### src/rtl/pll_lock_monitor.sv
module pll_lock_monitor #(
  parameter int WIN_NARROW = 2,
  parameter int WIN_WIDE   = 4
) (
  input  logic       clk,
  input  logic       rst_n,
  input  logic       err_up,
  input  logic       err_dn,
  input  logic [1:0] width_sel,
  input  logic       tick_1ms,
  output logic       unlock_o,
  output logic       lock_bit_o
);
  localparam int PW_W = $clog2(WIN_WIDE + 1);

  logic            err;
  logic [PW_W-1:0] run_len;
  logic [PW_W-1:0] win;
  logic            over_evt;
  logic            held;
  logic            tick_seen;

  assign err      = err_up | err_dn;
  assign win      = width_sel[0] ? PW_W'(WIN_WIDE) : PW_W'(WIN_NARROW);
  assign over_evt = width_sel[1] & err & (run_len >= win);

  always_ff @(posedge clk or negedge rst_n)
    if (!rst_n)                            run_len <= '0;
    else if (!err)                         run_len <= '0;
    else if (run_len != PW_W'(WIN_WIDE))   run_len <= run_len + 1'b1;

  always_ff @(posedge clk or negedge rst_n)
    if (!rst_n) begin
      held      <= 1'b0;
      tick_seen <= 1'b0;
    end else if (!width_sel[1]) begin
      held      <= 1'b0;
      tick_seen <= 1'b0;
    end else if (over_evt) begin
      held      <= 1'b1;
      tick_seen <= 1'b0;
    end else if (held && tick_1ms) begin
      if (tick_seen) begin
        held      <= 1'b0;
        tick_seen <= 1'b0;
      end else begin
        tick_seen <= 1'b1;
      end
    end

  always_comb
    case (width_sel)
      2'b00:   unlock_o = 1'b0;
      2'b01:   unlock_o = err;
      default: unlock_o = held;
    endcase

  assign lock_bit_o = ~unlock_o;

  a_r2_off_quiet: assert property (@(posedge clk) disable iff (!rst_n)
    width_sel == 2'b00 |-> !unlock_o);

  a_r4_set_after_over: assert property (@(posedge clk) disable iff (!rst_n)
    over_evt |=> (unlock_o || !width_sel[1]));

  a_r6_hold_without_tick: assert property (@(posedge clk) disable iff (!rst_n)
    (width_sel[1] && $past(width_sel[1]) && $past(unlock_o) && !$past(tick_1ms))
      |-> unlock_o);

  a_r6_release_on_tick: assert property (@(posedge clk) disable iff (!rst_n)
    ($fell(unlock_o) && width_sel[1] && $past(width_sel[1])) |-> $past(tick_1ms));

  a_r9_bit_inverse: assert property (@(posedge clk) disable iff (!rst_n)
    lock_bit_o != unlock_o);
endmodule

### config.mk
export PLATFORM = sky130hd
export DESIGN_NAME = pll_lock_monitor
export DESIGN_NICKNAME = d
export VERILOG_FILES = /design/src/rtl/pll_lock_monitor.sv
export SDC_FILE = /design/constraint.sdc
export NUM_CORES = 1
export LEC_CHECK = 0
export ABC_AREA = 0
export BUFFER_PORTS_ARGS = -buffer_cell sky130_fd_sc_hd__buf_4
export CAP_MARGIN = 15
export CORE_AREA = 4 4 41 43
export DETAILED_ROUTE_END_ITERATION = 16
export DIE_AREA = 0 0 45 47
export SYNTH_ARGS = -nofsm -noshare
export SYNTH_HDL_FRONTEND = slang
export SYNTH_SLANG_ARGS = --single-unit
### constraint.sdc
create_clock -name clk -period 1.5 [get_ports clk]
set_clock_uncertainty 0.15 [all_clocks]
set_input_delay 0.3 -clock clk [delete_from_list [all_inputs] [get_ports clk]]
set_output_delay 0.3 -clock clk [all_outputs]
set_load 0.03 [all_outputs]
# Word-level counts from Yosys, hierarchy flattened
# Index checks and enable logic that the tools add are counted.
dict set report totals {
  inputBits 7
  reg_bits 5
  out_inout_bits 2
}
dict set report op_classes {
  n_bitwise 4
  mux 12
  n_lt_le_gt_ge 1
  n_reduce_logical 3
  eq_ne 5
  n_addsub 1
}
# cell n
set ops {}
lappend ops {{two-way mux 3 bit} 3}
lappend ops {{two-way mux 1 bit} 8}
lappend ops {{!= test 3 x 1 -> 1 bit, second input constant} 2}
lappend ops {{adder 3 x 1 -> 3 bit, second input constant} 1}
lappend ops {{>= comparator 3 bit} 1}
lappend ops {{!= test 3 bit, second input constant} 1}
lappend ops {{AND 1 bit} 2}
lappend ops {{== test 2 x 1 -> 1 bit, second input constant} 1}
lappend ops {{logical NOT 2 bit} 1}
lappend ops {{!= test 2 x 1 -> 1 bit, second input constant} 1}
lappend ops {{case mux 1 bit (2 select lines)} 1}
lappend ops {{AND reduction 2 bit} 1}
lappend ops {{logical AND 1 bit} 1}
lappend ops {{NOT 1 bit} 1}
lappend ops {{bitwise OR 1 bit} 1}

# Longest topological paths before layout
dict set report depth {
  word_depth 5
  mapped_depth 5
  depth_no_buf 5
}

# Least setup slack after synthesis
# Ideal clock, no wire load.
dict set report synth_path {
  path_kind {input -> output}
  start {input err_dn}
  end {output unlock_o}
  setup_slack_ps 79
  stages 3
  arrival_ps 971
  path_buffers 0
  cell_sequence {o21ai_0 -> o21a_1 -> inv_1}
}
dict set report synth_between {
  elab_chain_cells 2
}
# item line_no
set synth_rtl {}
lappend synth_rtl {{start, declared} 8} ;# input logic err_dn,
lappend synth_rtl {{bitwise OR 1 bit} 23} ;# assign err = err_up | err_dn;
lappend synth_rtl {{case mux 1 bit (2 select lines)} 52} ;# case (width_sel)
lappend synth_rtl {{end, declared} 11} ;# output logic unlock_o,
# Every way passes these cells.

# Worst setup path after layout
dict set report layout_path {
  start {register held}
  end {output unlock_o}
}
dict set report layout_between {
  elab_chain_cells 1
}
# item line_no
set layout_rtl {}
lappend layout_rtl {{start, declared} 20} ;# logic held;
lappend layout_rtl {{start signal, assigned} 34} ;# held <= 1'b0;
lappend layout_rtl {{start signal, assigned} 37} ;# held <= 1'b0;
lappend layout_rtl {{start signal, assigned} 40} ;# held <= 1'b1;
lappend layout_rtl {{case mux 1 bit (2 select lines)} 52}
# Every way passes these cells.

==> impl_metrics.toml <==
[logic_synthesis]
postSynthAreaPerCell_um2 = 8.897
yosysUniqueCellTypes = 16
yosys_warnings = 0
syn_area_um2 = 320.3
yosys.area.top_type_share_pct = 39.06
syn-num-nets = 47
netlist_instances = 36
ys_seq_elements = 5
synth_top_area_cell = "dfrtp_1"
synth-seq-area-share_pct = 39.06
ys_top_cells_by_area = "dfrtp_1, ha_1, inv_1"

[finish]
fillers = 148
multiInputGateArea_um2 = 176.4
seq_area_um2 = 125.1
antenna_cells = 0
finalNetCount = 63
utilization_pct = 34.90
drive_gt1_share_pct = 27.45
syn2layout_area_growth_pct = 41.80

[clock_tree]
cts_inserted_buffers = 3
cts_tree = "yes"
cts.reportedPaths.clkPinSlew_ns = 0.04
ctsLongestPathBuffers = 2
htree_levels = 1
clockRootBuffer = "clkbuf_4"
clock_latency_ns = 0.24
cts_sinks = 5

[setup_path]
path_cells = "nand2_1, o21a_1, inv_1, buf_6"
cp.arrival_ns = 0.98
slowest_delay_ns = 0.37
critPathLaunchType = "flip-flop"
cp_slowest_cell = "dfrtp_1"
cp.required_ns = 1.05
critPathCaptureType = "output port"
critPathKind = "reg2out"
cp_max_fo = 2

[sta]
fin_crit_sh_pct = 95.22
slew_violations = 0
setup_viol = 0
slew_headroom_pct = 84.29
hold_viol = 0
layout_setup_ws_ns = 0.07166
fin_crit_ns = 1.428
tns_ns = 0
timing.fmax_mhz = 700.1
tightest_slew_ns = 0.2357

[grt]
grt_first_pass_wirelength_mm = 1.021
grt_pass1_vias = 283
grt-ovfl-total = 0
antenna_found_initial = 0
track_usage_pct = 7.211
grt_max_degree = 6

[drt]
drtIter0Drc = 1
vias_per_cell = 4.273
ant_nets = 0
drt_pass1_iterations = 2
via_count = 282
drcViolationCount = 0
drt_wl_total_um = 582
wl_per_cell_um = 8.818

[placement]
port_buffers = 8
place_congestion = 0.7433
hpwlAfterDp_um = 459.8
post-place-ws_ns = 0.06473

[outcome]
status = "finished, final reports clean"

[power]
ir_worst_vdd_uv = 800.6
powerDensity_mw_per_mm2 = 1557
p_leak_nw = 0.2278

[die]
die_y_um = 47
dieArea_mm2 = 0.002115
core_area_mm2 = 0.001301
io_pins = 9
initial_utilization_pct = 24.62
rows = 13
fp.dieW_um = 45

[flow_run]
drv_cap = 0

[hold_path]
hp-class = "in2reg"
## routing by layer
metal,vias up,global-route usage [%],routed length [um]
met2,10,11.30,268
met1,125,6.651,249
met4,0,3.509,0
met5,-,0,0
li1,147,-,-
met3,0,6.130,64
## critical path, delay by kind of cell, from the launching register on
family / cells / cell delay (ns)
buffers and inverters: 2 / 0.18
AND/OR/NAND/NOR: 1 / 0.07
AO/OA/AOI/OAI: 1 / 0.13
flip-flops: 1 / 0.37
## timing repair
| item | 4_1_cts | 5_1_grt |
|---|---|---|
| setup buffers | 0 | 1 |
| hold endpoints to repair | 5 | 0 |
| resized for setup | 0 | 1 |
| endpoints found under the setup margin | 0 | 3 |
| hold buffers | 1 | 0 |
## where the power goes
part / total [W] / internal [W] / switching (W)
combinational: 0.000318 / 0.000161 / 0.000157
clock: 0.000153 / 0.000100 / 0.0000525
sequential: 0.000236 / 0.000188 / 0.0000479
## flip-flops by register name, indices dropped and copies added, names as in the netlist
register,flops
held,1
run_len,3
tick_seen,1
## area by class of cell
| class | count | share of cell area [%] |
|---|---|---|
| multi-input cells | 26 | 38.84 |
| flip-flops and latches | 5 | 27.55 |
| repair buffers | 11 | 19.56 |
| clock buffers | 4 | 5.785 |
| inverters | 5 | 4.132 |
| well taps | 15 | 4.132 |
## cells by family (layout without fill, tap and decap cells)
group,after synthesis,after routing,share of synthesized area [%]
compound gates,6,6,14.84
xor+xnor,2,2,5.470
fa+ha+maj,4,4,15.63
buf+inv,5,20,5.860
flops,5,5,39.06
simple gates,14,14,19.14
## cell usage after synthesis
cell	number
a21boi_0	1
a21oi_1	1
a311oi_2	1
dfrtp_1	5
ha_1	4
inv_1	5
nand2_1	5
nand2b_1	1
nand3_1	1
nor2_1	5
nor3_1	1
nor3b_1	1
o21a_1	2
o21ai_0	1
xnor2_1	1
xor2_1	1
## path summary, 6_finish.rpt
| path | slack, ns | to | cells after the start | from |
|---|---|---|---|---|
| setup / recovery | 0.07 | unlock_o | 4 | held |
| hold reg to reg | 0.43 | run_len[1] | 2 | run_len[1] |
| min in group asynchronous | 0.25 | tick_seen | 2 | rst_n |
| setup reg to reg | 0.12 | held | 4 | run_len[2] |
| hold / removal | 0.14 | held | 2 | width_sel[1] |
| max in group asynchronous | 0.85 | run_len[2] | 2 | rst_n |
## placed cells by master, fill, tap and decap left out
master / instances
dlygate4sd3_1: 1
o21a_1: 2
clkbuf_1: 1
a21oi_1: 1
xor2_1: 1
ha_1: 4
nor3_1: 1
a311oi_2: 1
nor2_1: 5
xnor2_1: 1
o21ai_0: 1
nand3_1: 1
inv_1: 5
nand2_1: 5
a21boi_0: 1
buf_6: 1
buf_4: 9
nand2b_1: 1
clkbuf_4: 3
nor3b_1: 1
dfrtp_1: 5
## per-stage QoR
stage          cell area [um2]  power (W)  std cells  hold WS (ns)
2_1_floorplan            320.3  0.0004613         36       -0.1456
3_3_place_gp             406.6  0.0005341         60      -0.04587
3_5_place_dp             406.6  0.0005419         60      -0.04465
4_1_cts                  442.9  0.0007066         65        0.1338
5_1_grt                  454.2  0.0007929         66        0.1314
6_report                 454.2  0.0007071         66        0.1436
(Power assumes the default switching activity.)
